File: src/rtl/rtcs_pkg.sv
`timescale 1ns/1ps
package rtcs_pkg;
  localparam int PIN_W      = 4;
  localparam int SCK_B      = 0;
  localparam int SIO_B      = 1;
  localparam int CS_B       = 2;
  localparam int BYTE_W     = 8;
  localparam int BIT_IDX_W  = $clog2(BYTE_W);
  localparam int TOD_BYTES  = 7;
  localparam int TIME_OFS   = 4;
  localparam int TIME_BYTES = TOD_BYTES - TIME_OFS;
  localparam int BYTE_IDX_W = $clog2(TOD_BYTES + 1);
  localparam logic [3:0] PLAIN_NIB = 4'h6;

  typedef logic [BIT_IDX_W-1:0]  bit_idx_t;
  typedef logic [BYTE_IDX_W-1:0] byte_idx_t;

  typedef enum logic [1:0] {ST_IDLE, ST_CMD, ST_WR, ST_RD} state_e;
  typedef enum logic [1:0] {RK_NONE = 2'd0, RK_CTRL = 2'd1, RK_DT = 2'd2, RK_TM = 2'd3} kind_e;

  function automatic byte_idx_t last_byte(input kind_e k);
    case (k)
      RK_DT:   last_byte = byte_idx_t'(TOD_BYTES - 1);
      RK_TM:   last_byte = byte_idx_t'(TIME_BYTES - 1);
      default: last_byte = '0;
    endcase
  endfunction

  function automatic logic [BYTE_W-1:0] bit_reverse(input logic [BYTE_W-1:0] b);
    for (int i = 0; i < BYTE_W; i++) bit_reverse[i] = b[BYTE_W-1-i];
  endfunction

  function automatic logic [BYTE_W-1:0] tod_mask(input int k);
    case (k)
      1:       tod_mask = 8'h1F;
      2:       tod_mask = 8'h3F;
      3:       tod_mask = 8'h07;
      4:       tod_mask = 8'h3F;
      5:       tod_mask = 8'h7F;
      6:       tod_mask = 8'h7F;
      default: tod_mask = 8'hFF;
    endcase
  endfunction

  function automatic logic [BYTE_W-1:0] tod_init(input int k);
    case (k)
      0:       tod_init = 8'h01;
      1:       tod_init = 8'h06;
      2:       tod_init = 8'h13;
      3:       tod_init = 8'h03;
      4:       tod_init = 8'h23;
      default: tod_init = 8'h59;
    endcase
  endfunction
endpackage

File: src/rtl/rtcs_pin_events.sv
`timescale 1ns/1ps
// Compares the stored pin value with the newly written one.
module rtcs_pin_events import rtcs_pkg::*; (
  input  logic [PIN_W-1:0] pin_old,
  input  logic [PIN_W-1:0] pin_new,
  output logic             start_cond,
  output logic             sck_rise,
  output logic             cs_high
);
  assign start_cond = pin_old[SCK_B] && !pin_old[CS_B] && pin_new[CS_B];
  assign sck_rise   = !pin_old[SCK_B] && pin_new[SCK_B];
  assign cs_high    = pin_new[CS_B];
endmodule

File: src/rtl/rtcs_shifter.sv
`timescale 1ns/1ps
// Bit and byte position tracking plus the incoming byte buffer.
module rtcs_shifter import rtcs_pkg::*; (
  input  logic              clk,
  input  logic              rst_n,
  input  logic              clr,
  input  logic              shift,
  input  logic              sin,
  output bit_idx_t          bit_idx,
  output byte_idx_t         byte_idx,
  output logic              byte_done,
  output logic [BYTE_W-1:0] byte_val
);
  logic [BYTE_W-2:0] acc_q, acc_d;
  bit_idx_t          bit_d;
  byte_idx_t         byte_d;

  assign byte_done = shift && (bit_idx == bit_idx_t'(BYTE_W - 1));
  assign byte_val  = {sin, acc_q};

  always_comb begin
    acc_d  = acc_q;
    bit_d  = bit_idx;
    byte_d = byte_idx;
    if (clr) begin
      acc_d  = '0;
      bit_d  = '0;
      byte_d = '0;
    end else if (shift) begin
      for (int k = 0; k < BYTE_W - 1; k++)
        if (bit_idx == bit_idx_t'(k)) acc_d[k] = sin;
      bit_d = bit_idx + 1'b1;
      if (byte_done) byte_d = byte_idx + 1'b1;
    end
  end

  always_ff @(posedge clk or negedge rst_n) begin
    if (!rst_n) begin
      acc_q    <= '0;
      bit_idx  <= '0;
      byte_idx <= '0;
    end else begin
      acc_q    <= acc_d;
      bit_idx  <= bit_d;
      byte_idx <= byte_d;
    end
  end
endmodule

File: src/rtl/rtcs_regs.sv
`timescale 1ns/1ps
// Control register, calendar/time bytes and the outgoing byte selector.
module rtcs_regs import rtcs_pkg::*; (
  input  logic                  clk,
  input  logic                  rst_n,
  input  logic                  ctrl_we,
  input  logic [BYTE_W-2:0]     ctrl_wdata,
  input  logic                  ctrl_clr,
  input  logic                  tod_load,
  input  logic [8*TOD_BYTES-1:0] tod_in,
  input  kind_e                 rd_kind,
  input  byte_idx_t             rd_idx,
  output logic [BYTE_W-1:0]     rd_data,
  output logic [BYTE_W-1:0]     ctrl_q
);
  logic [BYTE_W-1:0]      ctrl_d;
  logic [8*TOD_BYTES-1:0] tod_flat;

  always_comb begin
    ctrl_d = ctrl_q;
    if (ctrl_clr)     ctrl_d = '0;
    else if (ctrl_we) ctrl_d = {ctrl_q[BYTE_W-1], ctrl_wdata};
  end

  always_ff @(posedge clk or negedge rst_n) begin
    if (!rst_n) ctrl_q <= '0;
    else        ctrl_q <= ctrl_d;
  end

  for (genvar k = 0; k < TOD_BYTES; k++) begin : g_tod
    logic [BYTE_W-1:0] byte_q, byte_d;
    always_comb begin
      byte_d = byte_q;
      if (tod_load) byte_d = tod_in[8*k +: 8] & tod_mask(k);
    end
    always_ff @(posedge clk or negedge rst_n) begin
      if (!rst_n) byte_q <= tod_init(k);
      else        byte_q <= byte_d;
    end
    assign tod_flat[8*k +: 8] = byte_q;
  end

  always_comb begin
    rd_data = '0;
    case (rd_kind)
      RK_CTRL: rd_data = ctrl_q;
      RK_DT:
        for (int k = 0; k < TOD_BYTES; k++)
          if (rd_idx == byte_idx_t'(k)) rd_data = tod_flat[8*k +: 8];
      RK_TM:
        for (int k = 0; k < TIME_BYTES; k++)
          if (rd_idx == byte_idx_t'(k)) rd_data = tod_flat[8*(k+TIME_OFS) +: 8];
      default: rd_data = '0;
    endcase
  end
endmodule

File: src/rtl/rtc_serial_slave.sv
`timescale 1ns/1ps
module rtc_serial_slave import rtcs_pkg::*; (
  input  logic                   clk,
  input  logic                   rst_n,
  input  logic                   pin_we,
  input  logic [PIN_W-1:0]       pin_wdata,
  output logic [PIN_W-1:0]       pin_q,
  input  logic                   tod_load,
  input  logic [8*TOD_BYTES-1:0] tod_in,
  output logic [BYTE_W-1:0]      ctrl_q,
  output logic                   irq_pulse
);
  state_e            state_q, state_d;
  kind_e             kind_q, kind_d;
  logic [PIN_W-1:0]  pin_d;
  logic              irq_d;
  logic              start_cond, sck_rise, cs_high;
  logic              sh_clr, sh_shift, byte_done;
  bit_idx_t          bit_idx;
  byte_idx_t         byte_idx;
  logic [BYTE_W-1:0] byte_val, cmd, rd_data;
  logic              ctrl_we, ctrl_clr;

  rtcs_pin_events u_ev (
    .pin_old(pin_q), .pin_new(pin_wdata),
    .start_cond(start_cond), .sck_rise(sck_rise), .cs_high(cs_high)
  );

  rtcs_shifter u_sh (
    .clk(clk), .rst_n(rst_n), .clr(sh_clr), .shift(sh_shift),
    .sin(pin_wdata[SIO_B]), .bit_idx(bit_idx), .byte_idx(byte_idx),
    .byte_done(byte_done), .byte_val(byte_val)
  );

  rtcs_regs u_regs (
    .clk(clk), .rst_n(rst_n), .ctrl_we(ctrl_we), .ctrl_wdata(byte_val[BYTE_W-2:0]),
    .ctrl_clr(ctrl_clr), .tod_load(tod_load), .tod_in(tod_in),
    .rd_kind(kind_q), .rd_idx(byte_idx), .rd_data(rd_data), .ctrl_q(ctrl_q)
  );

  // Either arrival order yields the same command.
  assign cmd = (byte_val[BYTE_W-1 -: 4] == PLAIN_NIB) ? byte_val : bit_reverse(byte_val);

  always_comb begin
    state_d  = state_q;
    kind_d   = kind_q;
    pin_d    = pin_q;
    irq_d    = 1'b0;
    sh_clr   = 1'b0;
    sh_shift = 1'b0;
    ctrl_we  = 1'b0;
    ctrl_clr = 1'b0;
    if (pin_we) begin
      pin_d = pin_wdata;
      if (state_q == ST_IDLE) begin
        if (start_cond) begin
          state_d = ST_CMD;
          sh_clr  = 1'b1;
        end
      end else if (!cs_high) begin
        state_d = ST_IDLE;
        kind_d  = RK_NONE;
        sh_clr  = 1'b1;
      end else if (sck_rise) begin
        sh_shift = 1'b1;
        if (state_q == ST_RD) pin_d[SIO_B] = rd_data[bit_idx];
        if (byte_done) begin
          case (state_q)
            ST_CMD: begin
              sh_clr  = 1'b1;
              state_d = ST_IDLE;
              kind_d  = RK_NONE;
              if (!cmd[0]) begin
                case (cmd[3:1])
                  3'd0: ctrl_clr = 1'b1;
                  3'd1: begin state_d = ST_WR; kind_d = RK_CTRL; end
                  3'd2: begin state_d = ST_WR; kind_d = RK_DT;   end
                  3'd3: begin state_d = ST_WR; kind_d = RK_TM;   end
                  3'd6: irq_d = 1'b1;
                  default: ;
                endcase
              end else begin
                case (cmd[3:1])
                  3'd1: begin state_d = ST_RD; kind_d = RK_CTRL; end
                  3'd2: begin state_d = ST_RD; kind_d = RK_DT;   end
                  3'd3: begin state_d = ST_RD; kind_d = RK_TM;   end
                  default: ;
                endcase
              end
            end
            ST_WR, ST_RD: begin
              if (state_q == ST_WR && kind_q == RK_CTRL && byte_idx == '0) ctrl_we = 1'b1;
              if (byte_idx == last_byte(kind_q)) begin
                state_d = ST_IDLE;
                kind_d  = RK_NONE;
                sh_clr  = 1'b1;
              end
            end
            default: ;
          endcase
        end
      end
    end
  end

  always_ff @(posedge clk or negedge rst_n) begin
    if (!rst_n) begin
      state_q   <= ST_IDLE;
      kind_q    <= RK_NONE;
      pin_q     <= '0;
      irq_pulse <= 1'b0;
    end else begin
      state_q   <= state_d;
      kind_q    <= kind_d;
      pin_q     <= pin_d;
      irq_pulse <= irq_d;
    end
  end
endmodule

File: config.mk
export PLATFORM = sky130hd
export DESIGN_NAME = rtc_serial_slave
export DESIGN_NICKNAME = d
export VERILOG_FILES = /design/src/rtl/rtcs_pkg.sv /design/src/rtl/rtcs_pin_events.sv /design/src/rtl/rtcs_shifter.sv /design/src/rtl/rtcs_regs.sv /design/src/rtl/rtc_serial_slave.sv
export SDC_FILE = /design/constraint.sdc
export NUM_CORES = 1
export LEC_CHECK = 0
export CAP_MARGIN = 20
export CORE_AREA = 2 2 80 82
export CTS_CLUSTER_DIAMETER = 200
export DETAILED_ROUTE_END_ITERATION = 7
export DIE_AREA = 0 0 82 84
export DONT_BUFFER_PORTS = 1
export PLACE_DENSITY_LB_ADDON = 0.12
export REMOVE_ABC_BUFFERS = 1
export SKIP_CTS_REPAIR_TIMING = 1
export SYNTH_ARGS = -nofsm -noshare
export SYNTH_HDL_FRONTEND = slang
export SYNTH_SLANG_ARGS = --single-unit
File: constraint.sdc
create_clock -name clk -period 3.2 [get_ports clk]
set_input_delay 0.16 -clock clk [delete_from_list [all_inputs] [get_ports clk]]
set_output_delay 0.16 -clock clk [all_outputs]
set_load 0.05 [all_outputs]
* Word level (Yosys, flattened, before mapping)
Cells that the tools add are included.
** Storage, ports and cells
- Register bits after elaboration :: 72
** Operators by class
- Muxes and demuxes :: 91
- Reductions and logical operators :: 34
- Order comparisons :: 1
- Equality and inequality tests :: 34
- $add $sub $neg :: 2
- Bitwise gates (word level) :: 1
** Operator list (count)
- two-way mux 8 bit :: 8
- two-way mux 1 bit :: 46
- two-way mux 7 bit :: 5
- two-way mux 3 bit :: 11
- equality test 3 bit, second input constant :: 8
- two-way mux 2 bit :: 12
- one-hot mux 8 bit (3 select lines) :: 1
- nonzero test 2 bit :: 10
- equality test 3 x 2 -> 1 bit, second input constant :: 6
- AND reduction 2 bit :: 8
- AND reduction 6 bit :: 2
- equality test 3 x 1 -> 1 bit, second input constant :: 3
- zero test 3 bit :: 3
- != test 3 x 1 -> 1 bit, second input constant :: 3
- equality test 2 bit, second input constant :: 4
- one-hot mux 2 bit (2 select lines) :: 2
- adder 3 x 1 -> 3 bit, second input constant :: 2
- logical AND 1 bit :: 6
- two-way mux 6 bit :: 1
- one-hot mux 2 bit (3 select lines) :: 1
- one-hot mux 3 bit (2 select lines) :: 1
- equality test 2 x 1 -> 1 bit, second input constant :: 2
- equality test 4 x 3 -> 1 bit, second input constant :: 1
- less-than comparator 3 x 4 -> 1 bit, second input constant :: 1
- other kinds (14) :: 16

* Longest topological paths before layout
Gate-level depths: netlist of run 1.
- Depth in word-level cells :: 22
- Gate-level depth with buffers :: 11
- Mapped depth without buffers :: 8

* By module
Synthesis of run 1 repeated with hierarchy kept, for this count alone.
** Unflattened totals
- Cells, all modules :: 324
- Area total of the unflattened synthesis :: 3818.7 um^2
** By module, submodules not included
- rtcs_regs :: times used 1, sequential area each 1249.9 um^2, area each 2389.8 um^2, cells an instance 190
- rtcs_shifter :: times used 1, sequential area each 325.3 um^2, area each 758.2 um^2, cells an instance 66
- rtc_serial_slave :: times used 1, sequential area each 225.2 um^2, area each 648.1 um^2, cells an instance 65
- rtcs_pin_events :: times used 1, sequential area each 0.0 um^2, area each 22.5 um^2, cells an instance 3

* Worst setup path after synthesis of run 1
OpenSTA, ideal clock, no wires.
- Path type :: reg-to-reg
- From :: reg pin_q[0]
- To :: reg kind_q[0]
- Library setup time :: 0.127 ns
- Slack :: 0.920 ns
- Cell stages (with the launch flop) :: 7
- Data arrival time :: 2.153 ns
- Required time :: 3.073 ns
- Cell sequence :: dfrtp_1 -> and3b_2 -> nand3_4 -> or3_4 -> a31oi_4 -> o21a_4 -> mux2_1
** On the way
- Word-level cells in the longest chain between the ends :: 9
- Elaborated cells between the ends (all ways) :: 10
- Those cells by class :: 2 x eq/ne; 4 x mux; 4 x reduce/logical
** Ends and longest elaborated chain
- start: declaration :: RTL line rtc_serial_slave.sv:7 : output logic [PIN_W-1:0] pin_q,
- start signal: assignment :: RTL line rtc_serial_slave.sv:115 : pin_q <= pin_d;
- zero test 1 bit * :: RTL line rtcs_pin_events.sv:11 : assign sck_rise = !pin_old[SCK_B] && pin_new[SCK_B];
- logical AND 1 bit * :: RTL line rtcs_pin_events.sv:11
- two-way mux 1 bit :: RTL line rtc_serial_slave.sv:64 : end else if (sck_rise) begin
- two-way mux 1 bit :: RTL line rtc_serial_slave.sv:60 : end else if (!cs_high) begin
- two-way mux 1 bit :: RTL line rtc_serial_slave.sv:55 : if (state_q == ST_IDLE) begin
- two-way mux 1 bit :: RTL line rtc_serial_slave.sv:53 : if (pin_we) begin
- logical AND 1 bit :: RTL line rtcs_shifter.sv:18 : assign byte_done = shift && (bit_idx == bit_idx_t'(BYTE_W - 1));
- != test 2 x 1 -> 1 bit (no source line)
- AND reduction 6 bit (no source line) *
- end signal: assignment :: RTL line rtc_serial_slave.sv:114 : kind_q <= kind_d;
- end: declaration :: RTL line rtc_serial_slave.sv:14 : kind_e kind_q, kind_d;
Every way passes the cells marked *; elsewhere a longest branch is shown, timed or not.
A chain may end at the register's enable or synchronous reset.

* Worst setup path after layout of run 1
- From :: reg u_sh.byte_idx[1]
- To :: reg pin_q[1]
** On the way
- Word-level cells in the longest chain between the ends :: 15
- Elaborated cells between the ends (all ways) :: 24
- Those cells by class :: 6 x eq/ne; 17 x mux; 1 x reduce/logical
** Ends and longest elaborated chain
- start: declaration :: RTL line rtcs_shifter.sv:10 : output byte_idx_t byte_idx,
- start signal: assignment :: RTL line rtcs_shifter.sv:45 : byte_idx <= byte_d;
- zero test 3 bit :: RTL line rtcs_regs.sv:49, rtcs_regs.sv:52
- two-way mux 8 bit (7 in a row) :: RTL line rtcs_regs.sv:49 : if (rd_idx == byte_idx_t'(k)) rd_data = tod_flat[8*k +: 8];
- one-hot mux 8 bit (3 select lines) * :: RTL line rtcs_regs.sv:45 : case (rd_kind)
- binary-select mux 1 bit (select 3 bit) * :: RTL line rtc_serial_slave.sv:66 : if (state_q == ST_RD) pin_d[SIO_B] = rd_data[bit_idx];
- two-way mux 1 bit (not written as such) * :: RTL line rtc_serial_slave.sv:66
- two-way mux 1 bit * :: RTL line rtc_serial_slave.sv:66
- two-way mux 1 bit * :: RTL line rtc_serial_slave.sv:64
- two-way mux 1 bit * :: RTL line rtc_serial_slave.sv:60
- two-way mux 1 bit * :: RTL line rtc_serial_slave.sv:55
Every way passes the cells marked *; elsewhere a longest branch is shown, timed or not. The select of a mux whose other input is x is not followed.

==> metrics.json, run 1 <==
{
  "gpl.final_weighted_congestion": {"value": 0.8682},
  "synth.area.mux_share": {"value": 0.1440},
  "vias_per_cell": {"value": 6.081},
  "synthSimpleGateAreaFrac": {"value": 0.1578},
  "detailroute.via_count": {"value": 3156},
  "finalCritPeriodShare": {"value": 0.8397},
  "unrepaired_setup_endpoints_after_global_routing": {"value": "false"},
  "finalSetupTns": {"value": 0, "unit": "ns"},
  "synth-seq-area-share": {"value": 0.4524},
  "synth_area": {"value": 0.003980, "unit": "mm^2"},
  "design.core.area": {"value": 0.006096, "unit": "mm^2"},
  "area_delta_synth_final": {"value": 18.30, "unit": "%"},
  "ir_drop": {"value": 0.5228, "unit": "mV"},
  "initial_antenna_violation_count": {"value": 0},
  "yosys.area_share.adder": {"value": 0.03458},
  "violations_in_the_final_reports": {"value": "hold timing"},
  "maxSlewViolCount": {"value": 0},
  "cpMaxStageDelayCell": {"value": "sky130_fd_sc_hd__dfrtp_1"},
  "floorplan.die.width": {"value": 82, "unit": "um"},
  "grt_max_degree": {"value": 72},
  "die_area": {"value": 0.006888, "unit": "mm^2"},
  "synth_top_area_cell": {"value": "sky130_fd_sc_hd__dfrtp_1"},
  "number_of_enable_flip_flop_cells_after_synthesis": {"value": 0},
  "synth_top_cells_by_area": {"value": "sky130_fd_sc_hd__dfrtp_1, sky130_fd_sc_hd__dfstp_2, sky130_fd_sc_hd__mux2_2, sky130_fd_sc_hd__a21oi_1, sky130_fd_sc_hd__ha_1"},
  "cts.root.buffer_cell": {"value": "sky130_fd_sc_hd__clkbuf_8"},
  "yosys_most_used_dff": {"value": "sky130_fd_sc_hd__dfrtp_1"},
  "worst_slack": {"value": 0.5131, "unit": "ns"},
  "drc_errors": {"value": 0},
  "number_of_cts_inserted_buffers": {"value": 9},
  "place.detailed.instances": {"value": 453},
  "crit_chain": {"value": "inv_1 -> ha_1 -> and3b_1 -> a2111oi_0 -> a21oi_1 -> o221a_2 -> o32ai_1 -> a41oi_1"},
  "syn_inst_count": {"value": 397},
  "grt_overflow_total": {"value": 0},
  "height_of_the_die": {"value": 84, "unit": "um"},
  "synth_compound_area_frac": {"value": 0.1591},
  "ant_nets": {"value": 0},
  "drive_above_1_share": {"value": 0.2014},
  "ios": {"value": 77},
  "final_hold_slack": {"value": -0.01589, "unit": "ns"},
  "fmax": {"value": 0.3722, "unit": "GHz"},
  "clock_tree.buffer_depth": {"value": 2},
  "relSlewSlack": {"value": 0.5211},
  "worstSetupStartpointType": {"value": "flip-flop"},
  "worst-slew-pin-transition": {"value": 0.7183, "unit": "ns"},
  "grt_pass1_wl": {"value": 14220, "unit": "um"},
  "pre_cts_ws": {"value": 0.6123, "unit": "ns"},
  "drt_iter0_markers": {"value": 306},
  "detail_route.wl_per_cell": {"value": 18.14, "unit": "um"},
  "clk_latency": {"value": 0.34, "unit": "ns"},
  "start_util": {"value": 0.6529},
  "power_density": {"value": 470.1, "unit": "mW/mm^2"},
  "synth.ff_latch_count": {"value": 71},
  "critical-path-top-delay-family": {"value": "compound AO/OA/AOI/OAI gates"},
  "instances_no_fill": {"value": 519},
  "run_status": {"value": "complete, but fails checks"},
  "hold_viol": {"value": 4},
  "post_synth.cell_area_avg": {"value": 10.03, "unit": "um^2"},
  "first_global_vias": {"value": 2918},
  "timing.critical_path.arrival": {"value": 2.89, "unit": "ns"},
  "post_layout_power": {"value": 2.213, "unit": "mW"},
  "grtUsageTotal": {"value": 0.2694},
  "asyncSetResetFlopFracSynth": {"value": 1.000},
  "critPathMaxFanout": {"value": 19},
  "clock-sinks": {"value": 71},
  "area_taken_by_multi_input_logic_gates": {"value": 0.002002, "unit": "mm^2"},
  "critical_path_class": {"value": "reg2reg"},
  "maxCapViolations": {"value": 0},
  "place_hpwl": {"value": 5927, "unit": "um"},
  "htreeDepth": {"value": 3},
  "n_fill_cell": {"value": 401},
  "slowest_delay": {"value": 0.45, "unit": "ns"},
  "num_antenna_cells": {"value": 0},
  "setup.worst_path.end_class": {"value": "flip-flop"},
  "postLayoutCoreUtil": {"value": 0.7724},
  "worst_ep_required_time": {"value": 3.40, "unit": "ns"},
  "skew": {"value": 0.007776, "unit": "ns"},
  "row_count": {"value": 29},
  "clkTransAtPathRegs": {"value": 0.07, "unit": "ns"},
  "setup_viol": {"value": 0},
  "synth_xor_area_frac": {"value": 0.006602},
  "path_buf_inv": {"value": 1},
  "synth_warnings": {"value": 0},
  "tritoncts": {"value": "yes"},
  "synth_top_area_frac": {"value": 0.3269},
  "port-buffer-count": {"value": 0},
  "nets": {"value": 512},
  "ys_types": {"value": 60},
  "p_leak": {"value": 1.967, "unit": "nW"},
  "period_minus_slack": {"value": 2.687, "unit": "ns"},
  "seqCellArea": {"value": 0.001800, "unit": "mm^2"},
  "routed_wl": {"value": 9414, "unit": "um"},
  "detailedRoute.firstPassIterationCount": {"value": 4},
  "min-delay-path-class": {"value": "in2reg"},
  "dominant_combinational_cell_family_by_area_after_synthesis": {"value": "compound AO/OA/AOI/OAI gates"}
}
## kinds of logic after synthesis
| kind of cell | count (synthesis) |
|---|---|
| XOR/XNOR | 3 |
| AO/OA/AOI/OAI | 94 |
| AND/OR/NAND/NOR | 121 |
| multiplexers | 52 |
| flip-flops | 71 |
| buffers and inverters | 44 |
| adder cells (fa/ha/maj) | 11 |
| other | 1 |
## Yosys cell counts (all sizes together) (2+ instances only)
master,instances
nand3,9
ha,11
xnor2,2
a211oi,4
mux2,42
nand2b,3
nor2,38
and3,2
clkbuf,17
o211ai,2
o22ai,2
o311a,2
nand4,3
inv,17
nor2b,11
a2111oi,6
nand3b,8
o221ai,5
a41oi,2
buf,9
o21ai,20
nand2,30
a31oi,4
a21oi,30
and3b,4
nor3,3
a21o,4
o21a,3
dfstp,19
mux2i,10
dfrtp,52
and2,3
## placed cells by master (no fill, tap or decap), types with 3 or more instances in the layout
| cell type | instances |
|---|---|
| sky130_fd_sc_hd__nand3b_1 | 8 |
| sky130_fd_sc_hd__a2111oi_0 | 6 |
| sky130_fd_sc_hd__and3b_1 | 3 |
| sky130_fd_sc_hd__mux2_2 | 40 |
| sky130_fd_sc_hd__a21oi_1 | 30 |
| sky130_fd_sc_hd__and2_1 | 3 |
| sky130_fd_sc_hd__nand2b_1 | 3 |
| sky130_fd_sc_hd__clkbuf_8 | 11 |
| sky130_fd_sc_hd__nor2b_1 | 11 |
| sky130_fd_sc_hd__nand4_1 | 3 |
| sky130_fd_sc_hd__nand2_1 | 30 |
| sky130_fd_sc_hd__inv_1 | 17 |
| sky130_fd_sc_hd__buf_4 | 5 |
| sky130_fd_sc_hd__ha_1 | 11 |
| sky130_fd_sc_hd__dfstp_2 | 19 |
| sky130_fd_sc_hd__dfrtp_1 | 52 |
| sky130_fd_sc_hd__a31oi_1 | 3 |
| sky130_fd_sc_hd__mux2i_1 | 10 |
| sky130_fd_sc_hd__o21ai_0 | 20 |
| sky130_fd_sc_hd__nand3_1 | 8 |
| sky130_fd_sc_hd__a21o_1 | 4 |
| sky130_fd_sc_hd__nor2_1 | 36 |
| sky130_fd_sc_hd__dlygate4sd3_1 | 48 |
| sky130_fd_sc_hd__o221ai_1 | 5 |
| sky130_fd_sc_hd__a211oi_1 | 4 |
| sky130_fd_sc_hd__nor3_1 | 3 |
## worst reg2reg max path, cell delays in order, from the launching register on
cell and delay [ns]:
sky130_fd_sc_hd__dfrtp_1 0.45, sky130_fd_sc_hd__inv_1 0.09, sky130_fd_sc_hd__ha_1 0.44, sky130_fd_sc_hd__and3b_1 0.30, sky130_fd_sc_hd__a2111oi_0 0.42, sky130_fd_sc_hd__a21oi_1 0.13, sky130_fd_sc_hd__o221a_2 0.26, sky130_fd_sc_hd__o32ai_1 0.30
sky130_fd_sc_hd__a41oi_1 0.16
## flip-flops by register name, indices dropped and copies added (netlist names)
signal / flops
pin_q: 4
kind_q: 2
u_regs.ctrl_q: 7
state_q: 2
u_sh.acc_q: 7
irq_pulse: 1
u_sh.bit_idx: 3
u_sh.byte_idx: 3
u_regs.g_tod.byte_q: 42
## area by class of cell
type,instances,share of cell area
clock inverters,3,0.003720
clock buffers,13,0.03375
flip-flops and latches,71,0.3824
multi-input cells,282,0.4252
well taps,77,0.02046
inverters,18,0.01435
repair buffers,55,0.1201
## power breakdown
group	switching [mW]	internal (mW)	total [mW]
Combinational	0.204	0.212	0.417
Clock	0.324	0.322	0.646
Sequential	0.145	1.01	1.15
Total	0.674	1.54	2.21
## metal layers
metal / up-vias / routed length (um) / GRT usage
met2: 97 / 4614 / 0.4065
li1: 1501 / - / -
met4: 0 / 132 / 0.08636
met1: 1544 / 4206 / 0.3887
met5: - / 0 / 0
met3: 14 / 461 / 0.05411
## path summary, 6_finish.rpt
path,start,end,slack (ns),depth (start not counted)
worst max-delay path,u_sh.byte_idx[1],pin_q[1],0.51,8
min in group asynchronous,rst_n,u_regs.g_tod[1].byte_q[0],0.37,2
worst min-delay path,pin_we,pin_q[1],-0.02,2
worst max register to register,u_sh.byte_idx[1],pin_q[1],0.51,8
worst min register to register,u_regs.g_tod[0].byte_q[5],u_regs.g_tod[0].byte_q[5],0.51,1
max in group asynchronous,rst_n,u_regs.g_tod[5].byte_q[6],2.49,2
## per-stage QoR
step	hold WS, ns	cell area (um^2)
3_3_place_gp	-0.1338	4004
6_report	-0.01589	4708
4_1_cts	-0.5071	4180
2_1_floorplan	-0.1356	3870
5_1_grt	0.005682	4708
3_5_place_dp	-0.1331	4004
No activity file was read; power rests on OpenSTA's default activity.
==> run 2, diff against run 1 <==
- CORE_AREA: 2 2 80 82 -> 2 2 82 84
- DIE_AREA: 0 0 82 84 -> 0 0 84 86
- clock period: 3.2 -> 2.7 ns (I/O delays scaled with it)
==> run 2 against run 1 <==
Against the previous run: the run still ends with hold timing left; total power up 38%; cell area increased by 2.9%; non-clock buffer count is 3 higher; largest cell class unchanged; clock skew increased by 0.0019 ns; maximum frequency increased by 6.1%; utilization shrank 0.080 points; routed wire length is 0.66% higher; sequential power rose by 16%; via count grew 1.9%; combinational power up 31%.
==> metrics.json, run 2 (same netlist as run 1, synthesis figures left out) <==
{
  "run_status": {"value": "complete, but fails checks"},
  "violations_in_the_final_reports": {"value": "hold timing"},
  "htreeDepth": {"value": 3, "change": "unchanged"},
  "detailedRoute.firstPassIterationCount": {"value": 5, "change": "+1"},
  "path_buf_inv": {"value": 1, "change": "unchanged"},
  "registers.top_by_ff_count": {"value": "u_regs.g_tod.byte_q"},
  "finalSetupTns": {"value": 0, "unit": "ns", "change": "unchanged"},
  "min-delay-path-class": {"value": "in2reg"},
  "crit_chain": {"value": "inv_1 -> ha_1 -> and3b_1 -> a2111oi_0 -> a21oi_1 -> o221a_2 -> o32ai_1 -> a41oi_1"},
  "clock-sinks": {"value": 71, "change": "unchanged"},
  "clk_latency": {"value": 0.36, "unit": "ns", "change": "+0.02 ns"},
  "p_sw_frac": {"value": 0.2725, "change": "-0.03187"},
  "maxCapViolations": {"value": 0, "change": "unchanged"},
  "mostFrequentLayoutCell": {"value": "sky130_fd_sc_hd__dfrtp_1"},
  "start_util": {"value": 0.6340, "change": "-0.01887"},
  "port-buffer-count": {"value": 0, "change": "unchanged"},
  "vias_per_cell": {"value": 6.161, "change": "+1.3%"},
  "grtUsageTotal": {"value": 0.2585, "change": "-0.01088"},
  "floorplan.die.width": {"value": 84, "unit": "um", "change": "+2.4%"},
  "num_antenna_cells": {"value": 0, "change": "unchanged"},
  "drc_errors": {"value": 0, "change": "unchanged"},
  "clkTransAtPathRegs": {"value": 0.07, "unit": "ns", "change": "about the same"},
  "p_int": {"value": 2.214, "unit": "mW", "change": "+44%"},
  "first_global_vias": {"value": 2913, "change": "-0.17%"},
  "ios": {"value": 77, "change": "unchanged"},
  "worst_ep_required_time": {"value": 2.91, "unit": "ns", "change": "-0.49 ns"},
  "net-switching-power": {"value": 829.3, "unit": "uW", "change": "+23%"},
  "slowest_delay": {"value": 0.45, "unit": "ns", "change": "about the same"},
  "worst_slack": {"value": 0.1681, "unit": "ns", "change": "-0.3450 ns"},
  "dpl-instance-area": {"value": 0.004026, "unit": "mm^2", "change": "+0.56%"},
  "skew": {"value": 0.009660, "unit": "ns", "change": "+0.001884 ns"},
  "nets": {"value": 515, "change": "+0.59%"},
  "number_of_cts_inserted_buffers": {"value": 9, "change": "unchanged"},
  "initial_antenna_violation_count": {"value": 0, "change": "unchanged"},
  "largestRegisters": {"value": "u_regs.g_tod.byte_q: 42 flops, u_regs.ctrl_q: 7 flops, u_sh.acc_q: 7 flops"},
  "routed_wl": {"value": 9476, "unit": "um", "change": "+0.66%"},
  "grt_max_degree": {"value": 72, "change": "unchanged"},
  "finalCritPeriodShare": {"value": 0.9377, "change": "+0.09808"},
  "row_count": {"value": 29, "change": "unchanged"},
  "sequential_fraction_of_design_power": {"value": 0.437, "change": "-0.083"},
  "critPathMaxFanout": {"value": 6, "change": "-13"},
  "die_area": {"value": 0.007224, "unit": "mm^2", "change": "+4.9%"},
  "unrepaired_setup_endpoints_after_global_routing": {"value": "false"},
  "ant_nets": {"value": 0, "change": "unchanged"},
  "timing.critical_path.arrival": {"value": 2.74, "unit": "ns", "change": "-0.15 ns"},
  "p_leak": {"value": 2.029, "unit": "nW", "change": "+3.2%"},
  "post_layout_power": {"value": 3.044, "unit": "mW", "change": "+38%"},
  "critical_path_class": {"value": "reg2reg"},
  "final_hold_slack": {"value": -0.05133, "unit": "ns", "change": "-0.03544 ns"},
  "worst-slew-pin-transition": {"value": 0.6461, "unit": "ns", "change": "-0.07218 ns"},
  "worstSetupStartpointType": {"value": "flip-flop"},
  "detailroute.via_count": {"value": 3216, "change": "+1.9%"},
  "gpl.final_weighted_congestion": {"value": 0.8725, "change": "+0.50%"},
  "grt_pass1_wl": {"value": 14570, "unit": "um", "change": "+2.4%"},
  "drive_above_1_share": {"value": 0.2135, "change": "+0.01213"},
  "place_hpwl": {"value": 6017, "unit": "um", "change": "+1.5%"},
  "design.core.area": {"value": 0.006277, "unit": "mm^2", "change": "+3.0%"},
  "share_comb_of_total_power": {"value": 0.179, "change": "-0.009"},
  "height_of_the_die": {"value": 86, "unit": "um", "change": "+2.4%"},
  "setup.worst_path.end_class": {"value": "flip-flop"},
  "pwr-share-clk": {"value": 0.384, "change": "+0.092"},
  "ir_drop": {"value": 0.4351, "unit": "mV", "change": "-17%"},
  "fmax": {"value": 0.3950, "unit": "GHz", "change": "+6.1%"},
  "area_delta_synth_final": {"value": 21.69, "unit": "%"},
  "post_route_design_area": {"value": 0.004843, "unit": "mm^2", "change": "+2.9%"},
  "pre_cts_ws": {"value": 0.2329, "unit": "ns", "change": "-0.3793 ns"},
  "cts.root.buffer_cell": {"value": "sky130_fd_sc_hd__clkbuf_8"},
  "power_density": {"value": 628.4, "unit": "mW/mm^2", "change": "+34%"},
  "tritoncts": {"value": "yes"},
  "largest_reg_flops": {"value": 42, "change": "unchanged"},
  "hold_viol": {"value": 1, "change": "-3"},
  "layout_common_cells": {"value": "sky130_fd_sc_hd__dfrtp_1, sky130_fd_sc_hd__dlygate4sd3_1, sky130_fd_sc_hd__mux2_2"},
  "clock_tree.buffer_depth": {"value": 2, "change": "unchanged"},
  "maxSlewViolCount": {"value": 0, "change": "unchanged"},
  "relSlewSlack": {"value": 0.5636, "change": "+0.04248"},
  "period_minus_slack": {"value": 2.532, "unit": "ns", "change": "-0.1550 ns"},
  "critical-path-top-delay-family": {"value": "compound AO/OA/AOI/OAI gates"},
  "cpMaxStageDelayCell": {"value": "sky130_fd_sc_hd__a2111oi_0"},
  "setup_viol": {"value": 0, "change": "unchanged"},
  "drt_iter0_markers": {"value": 270, "change": "-12%"},
  "grt_overflow_total": {"value": 0, "change": "unchanged"},
  "detail_route.wl_per_cell": {"value": 18.15, "unit": "um", "change": "about the same"}
}
## run 2: layer usage
metal,track usage,share of wire,up-vias
li1,-,-,1517
met1,0.3589,0.45,1544
met2,0.3913,0.47,131
met3,0.07026,0.058,24
met4,0.09824,0.024,0
met5,0,0,-
## run 2: worst reg2reg max path, stage by stage, from the launching register on
cell,delay [ns]
sky130_fd_sc_hd__dfrtp_1,0.41
sky130_fd_sc_hd__inv_1,0.12
sky130_fd_sc_hd__ha_1,0.32
sky130_fd_sc_hd__and3b_1,0.20
sky130_fd_sc_hd__a2111oi_0,0.45
sky130_fd_sc_hd__a21oi_1,0.12
sky130_fd_sc_hd__o221a_2,0.26
sky130_fd_sc_hd__o32ai_1,0.34
sky130_fd_sc_hd__a41oi_1,0.18
## run 2: path summary, 6_finish.rpt
check,from,slack [ns],endpoint,depth (start not counted)
min in group asynchronous,rst_n,0.33,u_regs.g_tod[0].byte_q[1],2
max in group asynchronous,rst_n,2.05,u_regs.g_tod[5].byte_q[6],2
hold / removal,pin_wdata[1],-0.05,u_sh.acc_q[6],2
setup reg to reg,u_sh.byte_idx[0],0.17,pin_q[1],8
setup / recovery,u_sh.byte_idx[0],0.17,pin_q[1],8
hold reg to reg,u_regs.g_tod[1].byte_q[4],0.51,u_regs.g_tod[1].byte_q[4],1
## run 2: metrics by stage
stage / cells / util / hold WS [ns]
after floorplan: 371 / - / -0.1606
after global placement: 456 / 0.6414 / -0.1586
after detailed placement: 456 / 0.6414 / -0.1589
after CTS: 472 / 0.6859 / -0.5472
after global routing: 522 / 0.7716 / 0.00006165
final: 522 / 0.7716 / -0.05133
## run 2: power groups by stage
stage | Clock [mW] | Sequential [mW] | Combinational (mW)
floorplan | 0 | 1.33 | 0.324
global placement | 0 | 1.34 | 0.423
detailed placement | 0 | 1.34 | 0.438
CTS | 1.18 | 1.32 | 0.442
global route | 1.23 | 1.35 | 0.609
finish | 1.17 | 1.33 | 0.545
## run 2: area by class of cell
class	count	area [um^2]
multi-input combinational	282	2004
tap	77	96.34
fill	441	1434
sequential	71	1800
timing repair buffer	58	595.6
clock buffer	11	151.4
inverter	18	67.56
clock inverter	5	127.6
==> run 3, diff against run 2 <==
- CELL_PAD_IN_SITES_DETAIL_PLACEMENT: not set -> 2
- CELL_PAD_IN_SITES_GLOBAL_PLACEMENT: not set -> 2
- CORE_AREA: 2 2 82 84 -> 2 2 103 105
- DIE_AREA: 0 0 84 86 -> 0 0 105 107
==> run 3 against run 2 <==
Against the previous run: the run now ends clean; largest power group unchanged; highest routed layer unchanged; setup slack improved by 0.081 ns; critical endpoint unchanged; largest cell class unchanged; utilization decreased by 29 points; maximum frequency increased by 3.3%.
==> metrics.json, run 3 (same netlist as run 1, synthesis figures left out) <==
{
  "p_leak": {"value": 2.026, "unit": "nW", "change": "-0.19%"},
  "routed_wl": {"value": 12830, "unit": "um", "change": "+35%"},
  "net-switching-power": {"value": 876.2, "unit": "uW", "change": "+5.7%"},
  "registers.top_by_ff_count": {"value": "u_regs.g_tod.byte_q"},
  "drive_above_1_share": {"value": 0.2200, "change": "+0.006517"},
  "setup.worst_path.end_class": {"value": "flip-flop"},
  "first_global_vias": {"value": 3402, "change": "+17%"},
  "area_delta_synth_final": {"value": 22.29, "unit": "%"},
  "clk_latency": {"value": 0.36, "unit": "ns", "change": "about the same"},
  "pre_cts_ws": {"value": 0.2827, "unit": "ns", "change": "+0.04972 ns"},
  "htreeDepth": {"value": 3, "change": "unchanged"},
  "grtUsageTotal": {"value": 0.2134, "change": "-0.04512"},
  "unrepaired_setup_endpoints_after_global_routing": {"value": "false"},
  "row_count": {"value": 37, "change": "+28%"},
  "num_antenna_cells": {"value": 0, "change": "unchanged"},
  "r2r_start": {"value": "u_sh.byte_idx[1]"},
  "skew": {"value": 0.004763, "unit": "ns", "change": "-0.004897 ns"},
  "largestRegisters": {"value": "u_regs.g_tod.byte_q: 42 flops, u_regs.ctrl_q: 7 flops, u_sh.acc_q: 7 flops"},
  "finalCritPeriodShare": {"value": 0.9079, "change": "-0.02986"},
  "cp-endpoint": {"value": "pin_q[1]"},
  "critical_path_class": {"value": "reg2reg"},
  "clock_tree.buffer_depth": {"value": 2, "change": "unchanged"},
  "finalSetupTns": {"value": 0, "unit": "ns", "change": "unchanged"},
  "fmax": {"value": 0.4080, "unit": "GHz", "change": "+3.3%"},
  "p_sw_frac": {"value": 0.3162, "change": "+0.04374"},
  "sequential_fraction_of_design_power": {"value": 0.477, "change": "+0.040"},
  "gpl.final_weighted_congestion": {"value": 0.7673, "change": "-12%"},
  "grt_max_degree": {"value": 72, "change": "unchanged"},
  "share_comb_of_total_power": {"value": 0.218, "change": "+0.039"},
  "worstSetupStartpointType": {"value": "flip-flop"},
  "pwr-share-clk": {"value": 0.304, "change": "-0.080"},
  "drt_iter0_markers": {"value": 119, "change": "-56%"},
  "power_density": {"value": 569.3, "unit": "mW/mm^2", "change": "-9.4%"},
  "vias_per_cell": {"value": 5.568, "change": "-9.6%"},
  "tritoncts": {"value": "yes"},
  "timing.critical_path.arrival": {"value": 2.73, "unit": "ns", "change": "about the same"},
  "timing.hold.worst.start": {"value": "pin_we"},
  "clkTransAtPathRegs": {"value": 0.07, "unit": "ns", "change": "about the same"},
  "clock-sinks": {"value": 71, "change": "unchanged"},
  "setup.worst_path.start": {"value": "u_sh.byte_idx[1]"},
  "p_int": {"value": 1.895, "unit": "mW", "change": "-14%"},
  "run_status": {"value": "finished, final reports clean"},
  "postLayoutCoreUtil": {"value": 0.4823, "change": "-0.2893"},
  "instances_no_fill": {"value": 586, "change": "+12%"},
  "die_area": {"value": 0.01124, "unit": "mm^2", "change": "+56%"},
  "maxSlewViolCount": {"value": 0, "change": "unchanged"},
  "n_fill_cell": {"value": 1063, "change": "+140%"},
  "worst-slew-pin-transition": {"value": 0.7121, "unit": "ns", "change": "+0.06600 ns"},
  "reg2reg_setup_slack": {"value": 0.25, "unit": "ns", "change": "+0.08 ns"},
  "grt_overflow_total": {"value": 0, "change": "unchanged"},
  "nets": {"value": 520, "change": "+0.97%"},
  "post_route_design_area": {"value": 0.004867, "unit": "mm^2", "change": "+0.49%"},
  "ir_drop": {"value": 0.2480, "unit": "mV", "change": "-43%"},
  "hold_viol": {"value": 0, "change": "-1"},
  "layout_common_cells": {"value": "sky130_fd_sc_hd__dfrtp_1, sky130_fd_sc_hd__dlygate4sd3_1, sky130_fd_sc_hd__mux2_2"},
  "worst_slack": {"value": 0.2487, "unit": "ns", "change": "+0.08062 ns"},
  "ios": {"value": 77, "change": "unchanged"},
  "maxCapViolations": {"value": 0, "change": "unchanged"},
  "r2r-end": {"value": "pin_q[1]"},
  "height_of_the_die": {"value": 107, "unit": "um", "change": "+24%"},
  "design.core.area": {"value": 0.01009, "unit": "mm^2", "change": "+61%"},
  "drc_errors": {"value": 0, "change": "unchanged"},
  "mostFrequentLayoutCell": {"value": "sky130_fd_sc_hd__dfrtp_1"},
  "min-delay-path-class": {"value": "in2reg"},
  "place.detailed.instances": {"value": 520, "change": "+14%"},
  "start_util": {"value": 0.3944, "change": "-0.2397"},
  "cts.root.buffer_cell": {"value": "sky130_fd_sc_hd__clkbuf_8"},
  "grt_pass1_wl": {"value": 18420, "unit": "um", "change": "+26%"},
  "largest_reg_flops": {"value": 42, "change": "unchanged"},
  "worst_ep_required_time": {"value": 2.98, "unit": "ns", "change": "+0.07 ns"},
  "number_of_cts_inserted_buffers": {"value": 9, "change": "unchanged"},
  "relSlewSlack": {"value": 0.5243, "change": "-0.03934"},
  "period_minus_slack": {"value": 2.451, "unit": "ns", "change": "-0.08062 ns"},
  "detail_route.wl_per_cell": {"value": 21.90, "unit": "um", "change": "+21%"},
  "port-buffer-count": {"value": 0, "change": "unchanged"},
  "setup_viol": {"value": 0, "change": "unchanged"},
  "rr_worst_depth": {"value": 8, "change": "unchanged"},
  "detailroute.via_count": {"value": 3263, "change": "+1.5%"},
  "initial_antenna_violation_count": {"value": 0, "change": "unchanged"},
  "ant_nets": {"value": 0, "change": "unchanged"},
  "detailedRoute.firstPassIterationCount": {"value": 4, "change": "-1"},
  "place_hpwl": {"value": 8215, "unit": "um", "change": "+37%"},
  "critPathMaxFanout": {"value": 11, "change": "+5"},
  "floorplan.die.width": {"value": 105, "unit": "um", "change": "+25%"},
  "dpl-instance-area": {"value": 0.004138, "unit": "mm^2", "change": "+2.8%"}
}
==> run 3: final cells by class <==
| class | count | area [um^2] | share of cell area |
|---|---|---|---|
| sequential | 71 | 1800 | 0.3699 |
| multi-input combinational | 282 | 2002 | 0.4113 |
| timing repair buffer | 63 | 633.1 | 0.1301 |
| clock buffer | 13 | 178.9 | 0.03676 |
| inverter | 18 | 67.56 | 0.01388 |
| tap | 136 | 170.2 | 0.03496 |
| clock inverter | 3 | 15.01 | 0.003085 |
==> run 3: worst min path at each step <==
stage | endpoint | slack (ns) | cells past startpoint
finish | pin_q[1] | 0.03 | 3
global route | pin_q[1] | 0.05 | 3
detailed placement | u_regs.g_tod[1].byte_q[0] | -0.16 | 0
CTS | u_sh.bit_idx[2] | -0.55 | 0
global placement | u_regs.g_tod[1].byte_q[0] | -0.16 | 0
floorplan | irq_pulse | -0.16 | 0
==> run 3: stage by stage <==
step | hold WS [ns] | power [mW]
after floorplan | -0.1606 | 1.653
after global placement | -0.1577 | 1.797
after detailed placement | -0.1573 | 1.835
after CTS | -0.5520 | 2.688
after global routing | 0.04833 | 2.935
final | 0.02556 | 2.771
==> run 3: metal layers <==
layer	up-vias	routed length (um)	track usage	part of all wire
met5	-	0	0	0
met4	0	304	0.07238	0.024
met3	19	395	0.04863	0.031
met2	75	6490	0.3650	0.51
met1	1657	5643	0.2663	0.44
li1	1512	-	-	-
==> run 3: power by group through the flow <==
stage	Combinational (mW)	Sequential [mW]	Clock (mW)
3_3_place_gp	0.462	1.33	0
3_5_place_dp	0.492	1.34	0
6_report	0.605	1.32	0.843
2_1_floorplan	0.324	1.33	0
4_1_cts	0.499	1.32	0.865
5_1_grt	0.670	1.34	0.921
==> run 3: worst max-delay path, cell delays in order (launching register included) <==
cell	delay [ns]
sky130_fd_sc_hd__dfrtp_1	0.44
sky130_fd_sc_hd__ha_1	0.21
sky130_fd_sc_hd__ha_1	0.31
sky130_fd_sc_hd__nor2_1	0.41
sky130_fd_sc_hd__o311a_1	0.29
sky130_fd_sc_hd__o221ai_1	0.15
sky130_fd_sc_hd__a32oi_1	0.28
sky130_fd_sc_hd__o2bb2ai_1	0.08
sky130_fd_sc_hd__a41oi_1	0.19
